===== src/rtl/tmr14_pkg.sv =====
package tmr14_pkg;

  typedef enum logic [1:0] {
    CMD_NOP     = 2'b00,
    CMD_HALT    = 2'b01,
    CMD_HALT_TC = 2'b10,
    CMD_GO      = 2'b11
  } tmr_cmd_e;

  typedef enum logic {
    WAVE_PULSE  = 1'b0,
    WAVE_SQUARE = 1'b1
  } tmr_wave_e;

endpackage


===== src/rtl/tmr14_tick_sync.sv =====
module tmr14_tick_sync #(
  parameter int unsigned SYNC_STAGES = 2
) (
  input  logic clk,
  input  logic rst_n,
  input  logic async_i,
  output logic tick_o
);
  localparam int unsigned CHAIN_W = SYNC_STAGES + 1;

  logic [CHAIN_W-1:0] chain_q;
  logic [CHAIN_W-1:0] chain_d;

  always_comb begin
    chain_d = {chain_q[CHAIN_W-2:0], async_i};
  end

  always_ff @(posedge clk or negedge rst_n) begin
    if (!rst_n) begin
      chain_q <= '0;
    end else begin
      chain_q <= chain_d;
    end
  end

  // Rising edge seen at the synchronizer output, one cycle wide.
  assign tick_o = chain_q[CHAIN_W-2] & ~chain_q[CHAIN_W-1];

endmodule


===== src/rtl/tmr14_len_regs.sv =====
module tmr14_len_regs
  import tmr14_pkg::*;
#(
  parameter int unsigned CNT_W  = 14,
  parameter int unsigned BYTE_W = 8
) (
  input  logic              clk,
  input  logic              rst_n,
  input  logic [BYTE_W-1:0] wr_data_i,
  input  logic              lo_we_i,
  input  logic              hi_we_i,
  output logic [CNT_W-1:0]  prog_len_o,
  output tmr_wave_e         prog_wave_o
);
  localparam int unsigned HI_W = CNT_W - BYTE_W;
  localparam logic [CNT_W-1:0] MIN_LEN = CNT_W'(2);

  logic [BYTE_W-1:0] lo_q, lo_d;
  logic [BYTE_W-1:0] hi_q, hi_d;
  logic [CNT_W-1:0]  raw_len;

  always_comb begin
    lo_d = lo_q;
    hi_d = hi_q;
    if (lo_we_i) lo_d = wr_data_i;
    if (hi_we_i) hi_d = wr_data_i;
  end

  always_ff @(posedge clk or negedge rst_n) begin
    if (!rst_n) begin
      lo_q <= '0;
      hi_q <= '0;
    end else begin
      lo_q <= lo_d;
      hi_q <= hi_d;
    end
  end

  always_comb begin
    raw_len     = {hi_q[HI_W-1:0], lo_q};
    prog_len_o  = (raw_len < MIN_LEN) ? MIN_LEN : raw_len;
    prog_wave_o = tmr_wave_e'(hi_q[HI_W]);
  end

endmodule


===== src/rtl/tmr14_ctrl.sv =====
module tmr14_ctrl
  import tmr14_pkg::*;
(
  input  logic       clk,
  input  logic       rst_n,
  input  logic       cmd_vld_i,
  input  logic [1:0] cmd_i,
  input  logic       term_i,
  output logic       run_o,
  output logic       kill_o,
  output logic       load_o
);
  logic run_q, run_d;
  logic stop_pend_q, stop_pend_d;
  logic rel_pend_q, rel_pend_d;
  logic is_halt, is_halt_tc, is_go;
  logic eff_stop, eff_rel;

  assign is_halt    = cmd_vld_i && (tmr_cmd_e'(cmd_i) == CMD_HALT);
  assign is_halt_tc = cmd_vld_i && (tmr_cmd_e'(cmd_i) == CMD_HALT_TC);
  assign is_go      = cmd_vld_i && (tmr_cmd_e'(cmd_i) == CMD_GO);

  // Stop-at-once suppresses the step of this cycle.
  assign kill_o = run_q & is_halt;

  always_comb begin
    run_d       = run_q;
    stop_pend_d = stop_pend_q;
    rel_pend_d  = rel_pend_q;
    load_o      = 1'b0;
    eff_stop    = (stop_pend_q & ~is_go) | is_halt_tc;
    eff_rel     = rel_pend_q | is_go;
    if (!run_q) begin
      stop_pend_d = 1'b0;
      rel_pend_d  = 1'b0;
      if (is_go) begin
        run_d  = 1'b1;
        load_o = 1'b1;
      end
    end else if (is_halt) begin
      run_d       = 1'b0;
      stop_pend_d = 1'b0;
      rel_pend_d  = 1'b0;
    end else if (term_i) begin
      run_d       = ~eff_stop;
      load_o      = eff_rel;
      stop_pend_d = 1'b0;
      rel_pend_d  = 1'b0;
    end else begin
      stop_pend_d = eff_stop;
      rel_pend_d  = eff_rel;
    end
  end

  always_ff @(posedge clk or negedge rst_n) begin
    if (!rst_n) begin
      run_q       <= 1'b0;
      stop_pend_q <= 1'b0;
      rel_pend_q  <= 1'b0;
    end else begin
      run_q       <= run_d;
      stop_pend_q <= stop_pend_d;
      rel_pend_q  <= rel_pend_d;
    end
  end

  assign run_o = run_q;

endmodule


===== src/rtl/tmr14_core.sv =====
module tmr14_core
  import tmr14_pkg::*;
#(
  parameter int unsigned CNT_W = 14
) (
  input  logic             clk,
  input  logic             rst_n,
  input  logic             tick_i,
  input  logic             run_i,
  input  logic             kill_i,
  input  logic             load_i,
  input  logic [CNT_W-1:0] prog_len_i,
  input  tmr_wave_e        prog_wave_i,
  output logic             term_o,
  output logic [CNT_W-1:0] cnt_o,
  output logic [CNT_W-1:0] act_len_o,
  output logic             out_o,
  output logic             tc_o
);
  localparam logic [CNT_W-1:0] ONE = CNT_W'(1);
  localparam logic [CNT_W-1:0] TWO = CNT_W'(2);

  logic [CNT_W-1:0] cnt_q, cnt_d;
  logic [CNT_W-1:0] act_q, act_d;
  tmr_wave_e        wave_q, wave_d;
  logic             out_q, out_d;
  logic             tc_q;
  logic             step;
  logic [CNT_W-1:0] fall_at;

  assign step   = run_i & tick_i & ~kill_i;
  assign term_o = step && (cnt_q == ONE);

  // Count value whose step takes the output low.
  assign fall_at = (wave_q == WAVE_SQUARE) ? ((act_q >> 1) + ONE) : TWO;

  always_comb begin
    cnt_d  = cnt_q;
    act_d  = act_q;
    wave_d = wave_q;
    out_d  = out_q;
    if (term_o) begin
      out_d = 1'b1;
      if (load_i) begin
        cnt_d  = prog_len_i;
        act_d  = prog_len_i;
        wave_d = prog_wave_i;
      end else begin
        cnt_d = act_q;
      end
    end else if (load_i) begin
      cnt_d  = prog_len_i;
      act_d  = prog_len_i;
      wave_d = prog_wave_i;
      out_d  = 1'b1;
    end else if (kill_i) begin
      out_d = 1'b1;
    end else if (step) begin
      cnt_d = cnt_q - ONE;
      if (cnt_q == fall_at) out_d = 1'b0;
    end
  end

  always_ff @(posedge clk or negedge rst_n) begin
    if (!rst_n) begin
      cnt_q  <= TWO;
      act_q  <= TWO;
      wave_q <= WAVE_PULSE;
      out_q  <= 1'b1;
      tc_q   <= 1'b0;
    end else begin
      cnt_q  <= cnt_d;
      act_q  <= act_d;
      wave_q <= wave_d;
      out_q  <= out_d;
      tc_q   <= term_o;
    end
  end

  assign cnt_o     = cnt_q;
  assign act_len_o = act_q;
  assign out_o     = out_q;
  assign tc_o      = tc_q;

endmodule


===== src/rtl/tmr14_top.sv =====
module tmr14_top
  import tmr14_pkg::*;
#(
  parameter int unsigned CNT_W       = 14,
  parameter int unsigned BYTE_W      = 8,
  parameter int unsigned SYNC_STAGES = 2
) (
  input  logic              clk,
  input  logic              rst_n,
  input  logic              tmr_clk_i,
  input  logic [BYTE_W-1:0] wr_data_i,
  input  logic              len_lo_we_i,
  input  logic              len_hi_we_i,
  input  logic              cmd_vld_i,
  input  logic [1:0]        cmd_i,
  output logic              tmr_out_o,
  output logic              tc_o
);
  logic [1:0]       rst_pipe_q;
  logic             rst_sync_n;
  logic             tick;
  logic             run_q;
  logic             kill;
  logic             load;
  logic             term;
  logic [CNT_W-1:0] prog_len;
  tmr_wave_e        prog_wave;
  logic [CNT_W-1:0] cnt_q;
  logic [CNT_W-1:0] act_len;

  always_ff @(posedge clk or negedge rst_n) begin
    if (!rst_n) begin
      rst_pipe_q <= 2'b00;
    end else begin
      rst_pipe_q <= {rst_pipe_q[0], 1'b1};
    end
  end
  assign rst_sync_n = rst_pipe_q[1];

  tmr14_tick_sync #(.SYNC_STAGES(SYNC_STAGES)) u_sync (
    .clk     (clk),
    .rst_n   (rst_sync_n),
    .async_i (tmr_clk_i),
    .tick_o  (tick)
  );

  tmr14_len_regs #(.CNT_W(CNT_W), .BYTE_W(BYTE_W)) u_len (
    .clk         (clk),
    .rst_n       (rst_sync_n),
    .wr_data_i   (wr_data_i),
    .lo_we_i     (len_lo_we_i),
    .hi_we_i     (len_hi_we_i),
    .prog_len_o  (prog_len),
    .prog_wave_o (prog_wave)
  );

  tmr14_ctrl u_ctrl (
    .clk       (clk),
    .rst_n     (rst_sync_n),
    .cmd_vld_i (cmd_vld_i),
    .cmd_i     (cmd_i),
    .term_i    (term),
    .run_o     (run_q),
    .kill_o    (kill),
    .load_o    (load)
  );

  tmr14_core #(.CNT_W(CNT_W)) u_core (
    .clk         (clk),
    .rst_n       (rst_sync_n),
    .tick_i      (tick),
    .run_i       (run_q),
    .kill_i      (kill),
    .load_i      (load),
    .prog_len_i  (prog_len),
    .prog_wave_i (prog_wave),
    .term_o      (term),
    .cnt_o       (cnt_q),
    .act_len_o   (act_len),
    .out_o       (tmr_out_o),
    .tc_o        (tc_o)
  );

endmodule


===== config.mk =====
export PLATFORM = sky130hd
export DESIGN_NAME = tmr14_top
export DESIGN_NICKNAME = d
export VERILOG_FILES = /design/src/rtl/tmr14_pkg.sv /design/src/rtl/tmr14_tick_sync.sv /design/src/rtl/tmr14_len_regs.sv /design/src/rtl/tmr14_ctrl.sv /design/src/rtl/tmr14_core.sv /design/src/rtl/tmr14_top.sv
export SDC_FILE = /design/constraint.sdc
export NUM_CORES = 1
export LEC_CHECK = 0
export ABC_AREA = 1
export BUFFER_PORTS_ARGS = -buffer_cell sky130_fd_sc_hd__buf_2
export CAP_MARGIN = 15
export CELL_PAD_IN_SITES_DETAIL_PLACEMENT = 1
export CELL_PAD_IN_SITES_GLOBAL_PLACEMENT = 2
export CORE_ASPECT_RATIO = 0.9
export CORE_MARGIN = 3
export CORE_UTILIZATION = 36
export CTS_CLUSTER_SIZE = 40
export DETAILED_ROUTE_END_ITERATION = 12
export PLACE_DENSITY_LB_ADDON = 0.1
export RECOVER_POWER = 100
export SLEW_MARGIN = 20
export SYNTH_ARGS = -nofsm -noshare
export SYNTH_HDL_FRONTEND = slang
export SYNTH_SLANG_ARGS = --single-unit

===== constraint.sdc =====
create_clock -name clk -period 2 [get_ports clk]
set_clock_uncertainty 0.15 [all_clocks]
set_input_delay 0 -clock clk [delete_from_list [all_inputs] [get_ports clk]]
set_output_delay 0 -clock clk [all_outputs]
set_load 0.03 [all_outputs]

==> metrics.md <==
| Metric | Value |
|---|---|
| Total track usage | between 20% and 30% |
| Tmin final | 2100 ps |
| CTS buffer count | 5 |
| Post-Synthesis Cells | 439 |
| Detailed Place HPWL | about 8.7 mm |
| Ports | 18 |
| Final Util | 54.3% |
| Switch Pwr | 0.00242 W |
| Failing checks | setup timing |
| Clock group share of total power | 12.7% |
| Die X | roughly 110 um |
| Via density | 5.19 |
| Clock Path Buffers | 2 |
| Worst hold path type | reg -> async |
| Startpoint types | flop |
| Area of the multi-input gates | 0.00195 mm^2 |
| Switching share of power | 45.6% |
| Syn_area_per_cell | 7.52 um^2 |
| CTS tree | done |
| Max Cap Viol | 0 |
| Detailed Route WL | 12.4 mm |
| Clk slew on worst S/H paths | 100 ps |
| Distinct cells, synth | 40 |
| Critical path type | reg -> reg |
| Diode count | 0 |
| Via count | 3412 |
| Status | finished with violations |
| Synthesized cell area | around 0.0033 mm^2 |
| Leak Pwr | 2.17 nW |
| Post-synthesis register bit count | 54 |
| Max IR drop VDD | 558 uV |
| R2R depth | 10 |
| Clk sinks | 54 |
| Reg area | between 0.001 and 0.0015 mm^2 |
| Hold Vio Cnt, Final | 0 |
| Wirelength per Cell | 18.9 um |
| DRC | 0 |
| DRT iter0 DRCs | 180 |
| Gpl congestion | roughly 0.9 |
| Initial antenna violation count | 0 |
| Slew margin rel. | 41.6% |
| RSZ-0062 raised after global routing | yes |
| Crit end category | flop |
| Area Overhead vs Synth | 43.7% |
| Area of the core | 0.00873 mm^2 |
| Logic gate share of total power | 54.5% |
| Power Internal | 0.00289 W |
| Pins Over Slew Limit | 0 |
| CP arrival | 2140 ps |
| Post-synth net total | around 460 |
| Initial Util | about 38% |
| FP Rows | 32 |
| Final antenna-violating net count | 0 |
| Die area | around 0.010 mm^2 |
| Design area | approximately 0.0047 mm^2 |
| # H-tree levels | 2 |
| Clk_lat worst skew | 320 ps |
| Crit Path Max Fanout | 5 |
| Global-route wire length before repair | 18.8 mm |
| Final nets | approximately 560 |
| Pre-Repair DR Iteration Count | 4 |
| Vias in the first global route | 3538 |
| Chip height | 96.8 um |
| Sequential-to-total area share from yosys stat | roughly two fifths |
| Yosys warns | 0 |
| Clock root buffer | clkbuf_8 |
| Final setup margin | -102 ps |
| Layout fillers | 1087 |
| Fin crit share | 105% |
| Sequential Power Share | 32.8% |
| Count of buffers from port buffering | 17 |
| CP required | slightly above 2000 ps |
| Share of post-route cells with drive strength above 1 | 36.7% |
| Total gr overflow | 0 |
| P per Cell Area | roughly 1100 mW/mm^2 |
| Achievable Freq | 476 MHz |
| Largest net degree at the start of global routing | 39 |
| Endpoints failing setup | 18 |
| Measured slew at the worst slew-check pin | 875 ps |
| Placed cell area | 0.00386 mm^2 |
cells in the final DEF (no fill, tap or decap), drive strengths merged, types with 9 or more instances in the layout:
master	netlist	final
a21oi	9	9
buf	9	76
clkbuf	3	10
dfrtp	51	51
dlygate4sd3	0	23
inv	61	62
mux2	10	10
nand2	110	110
nand3	40	40
nand4	11	11
nor2	48	48
nor3	9	9
o21ai	41	41
synth_stat cells (all sizes together):
cell type  instances  area share, %
buf                9            2.2
xor2               8            2.1
a22oi              2           0.45
nor2              48            6.4
dfrtp             51             39
or2                3           0.57
inv               61            6.9
o211ai             8            2.0
nor4               4           0.76
o21ai             41            6.6
o21bai             2           0.45
a21oi              9            1.4
nand2            110             13
ha                 3            1.1
clkbuf             3           0.34
nand3             40            6.4
nor3               9            1.5
xnor2              1           0.27
a41oi              2           0.76
mux2              10            3.4
nand4             11            2.1
conb               1           0.11
dfstp              3            2.4
flip-flops by register name, summed over array words and instances (netlist names):
register / cells
u_core.act_len_o: 14
u_ctrl.stop_pend_q: 1
u_core.out_o: 1
u_len.hi_q: 7
u_ctrl.rel_pend_q: 1
u_ctrl.run_o: 1
u_sync.chain_q: 3
u_len.lo_q: 8
u_core.cnt_o: 14
u_core.tc_o: 1
u_core.wave_q: 1
rst_pipe_q: 2
kinds of logic (layout without fill, tap and decap cells):
logic type | count (synthesis) | in the layout | synth area share [%]
flops | 54 | 54 | 41.1
buf+inv | 73 | 173 | 9.52
simple gates | 225 | 225 | 30.8
compound gates | 64 | 64 | 11.6
fa+ha+maj | 3 | 3 | 1.14
other cells | 1 | 1 | 0.114
mux | 10 | 10 | 3.41
xor+xnor | 9 | 9 | 2.39
power by group through the flow:
stage | registers [W] | clock network, W | logic, W
after floorplan | 0.00169 | 0 | 0.00132
after global placement | 0.00171 | 0 | 0.00224
after detailed placement | 0.00173 | 0 | 0.00228
after CTS | 0.00171 | 0.000691 | 0.00242
after global routing | 0.00180 | 0.000735 | 0.00320
final | 0.00174 | 0.000676 | 0.00290
per-layer routing:
metal | routed length (um) | vias to the layer above | track usage (%)
li1 | - | 1629 | -
met4 | 227 | 0 | 5.21
met1 | 5580 | 1696 | 32.9
met3 | 515 | 16 | 2.54
met2 | 6120 | 71 | 37.3
met5 | 0 | - | 0
critical path, stage by stage, from the launching register on:
cell	delay [ps]
dfrtp_1	400
inv_1	150
nand2_1	130
nor2_2	190
nand3_2	140
o21ai_4	240
buf_4	160
buf_4	140
nor2_2	50
a21oi_2	140
a22oi_1	100
worst paths after layout:
check | start | slack [ps] | end
worst min-delay path | rst_pipe_q[1] | 120 | u_sync.chain_q[0]
worst max-delay path | u_core.cnt_o[13] | -100 | u_core.cnt_o[9]
min in group clk | tmr_clk_i | 170 | u_sync.chain_q[0]
max in group asynchronous | rst_pipe_q[1] | 220 | u_core.cnt_o[4]
worst min register to register | rst_pipe_q[1] | 120 | u_sync.chain_q[0]
worst max register to register | u_core.cnt_o[13] | -100 | u_core.cnt_o[9]
per-stage QoR:
step	TNS, ps	worst slack, ps	total power [W]	instances	hold WS [ps]
global placement	-198	-84.3	0.00395	611	-365
CTS	-50.2	-26.2	0.00482	645	57.0
floorplan	0	74.0	0.00301	439	-446
finish	-923	-102	0.00532	658	122
global route	-3890	-191	0.00574	658	169
detailed placement	-447	-121	0.00401	611	-362
repair_timing:
| item | CTS | global route |
|---|---|---|
| hold buffers | 24 | 0 |
| gates resized for setup | 9 | 120 |
| cloned | 0 | 3 |
| pin swaps | 1 | 20 |
| setup endpoints to repair | 6 | 29 |
| setup buffers | 2 | 12 |
| endpoints found under the hold margin | 20 | 0 |
final cells by class:
class | count | area share (%)
Sequential cell | 54 | 28.6
Clock inverter | 2 | 0.343
Timing Repair inverter | 1 | 0.238
Inverter | 61 | 5.49
Tap cell | 119 | 3.14
Timing Repair Buffer | 103 | 19.3
Multi-Input combinational cell | 312 | 41.2
Clock buffer | 6 | 1.74
Power figures use the tool's default switching activity.
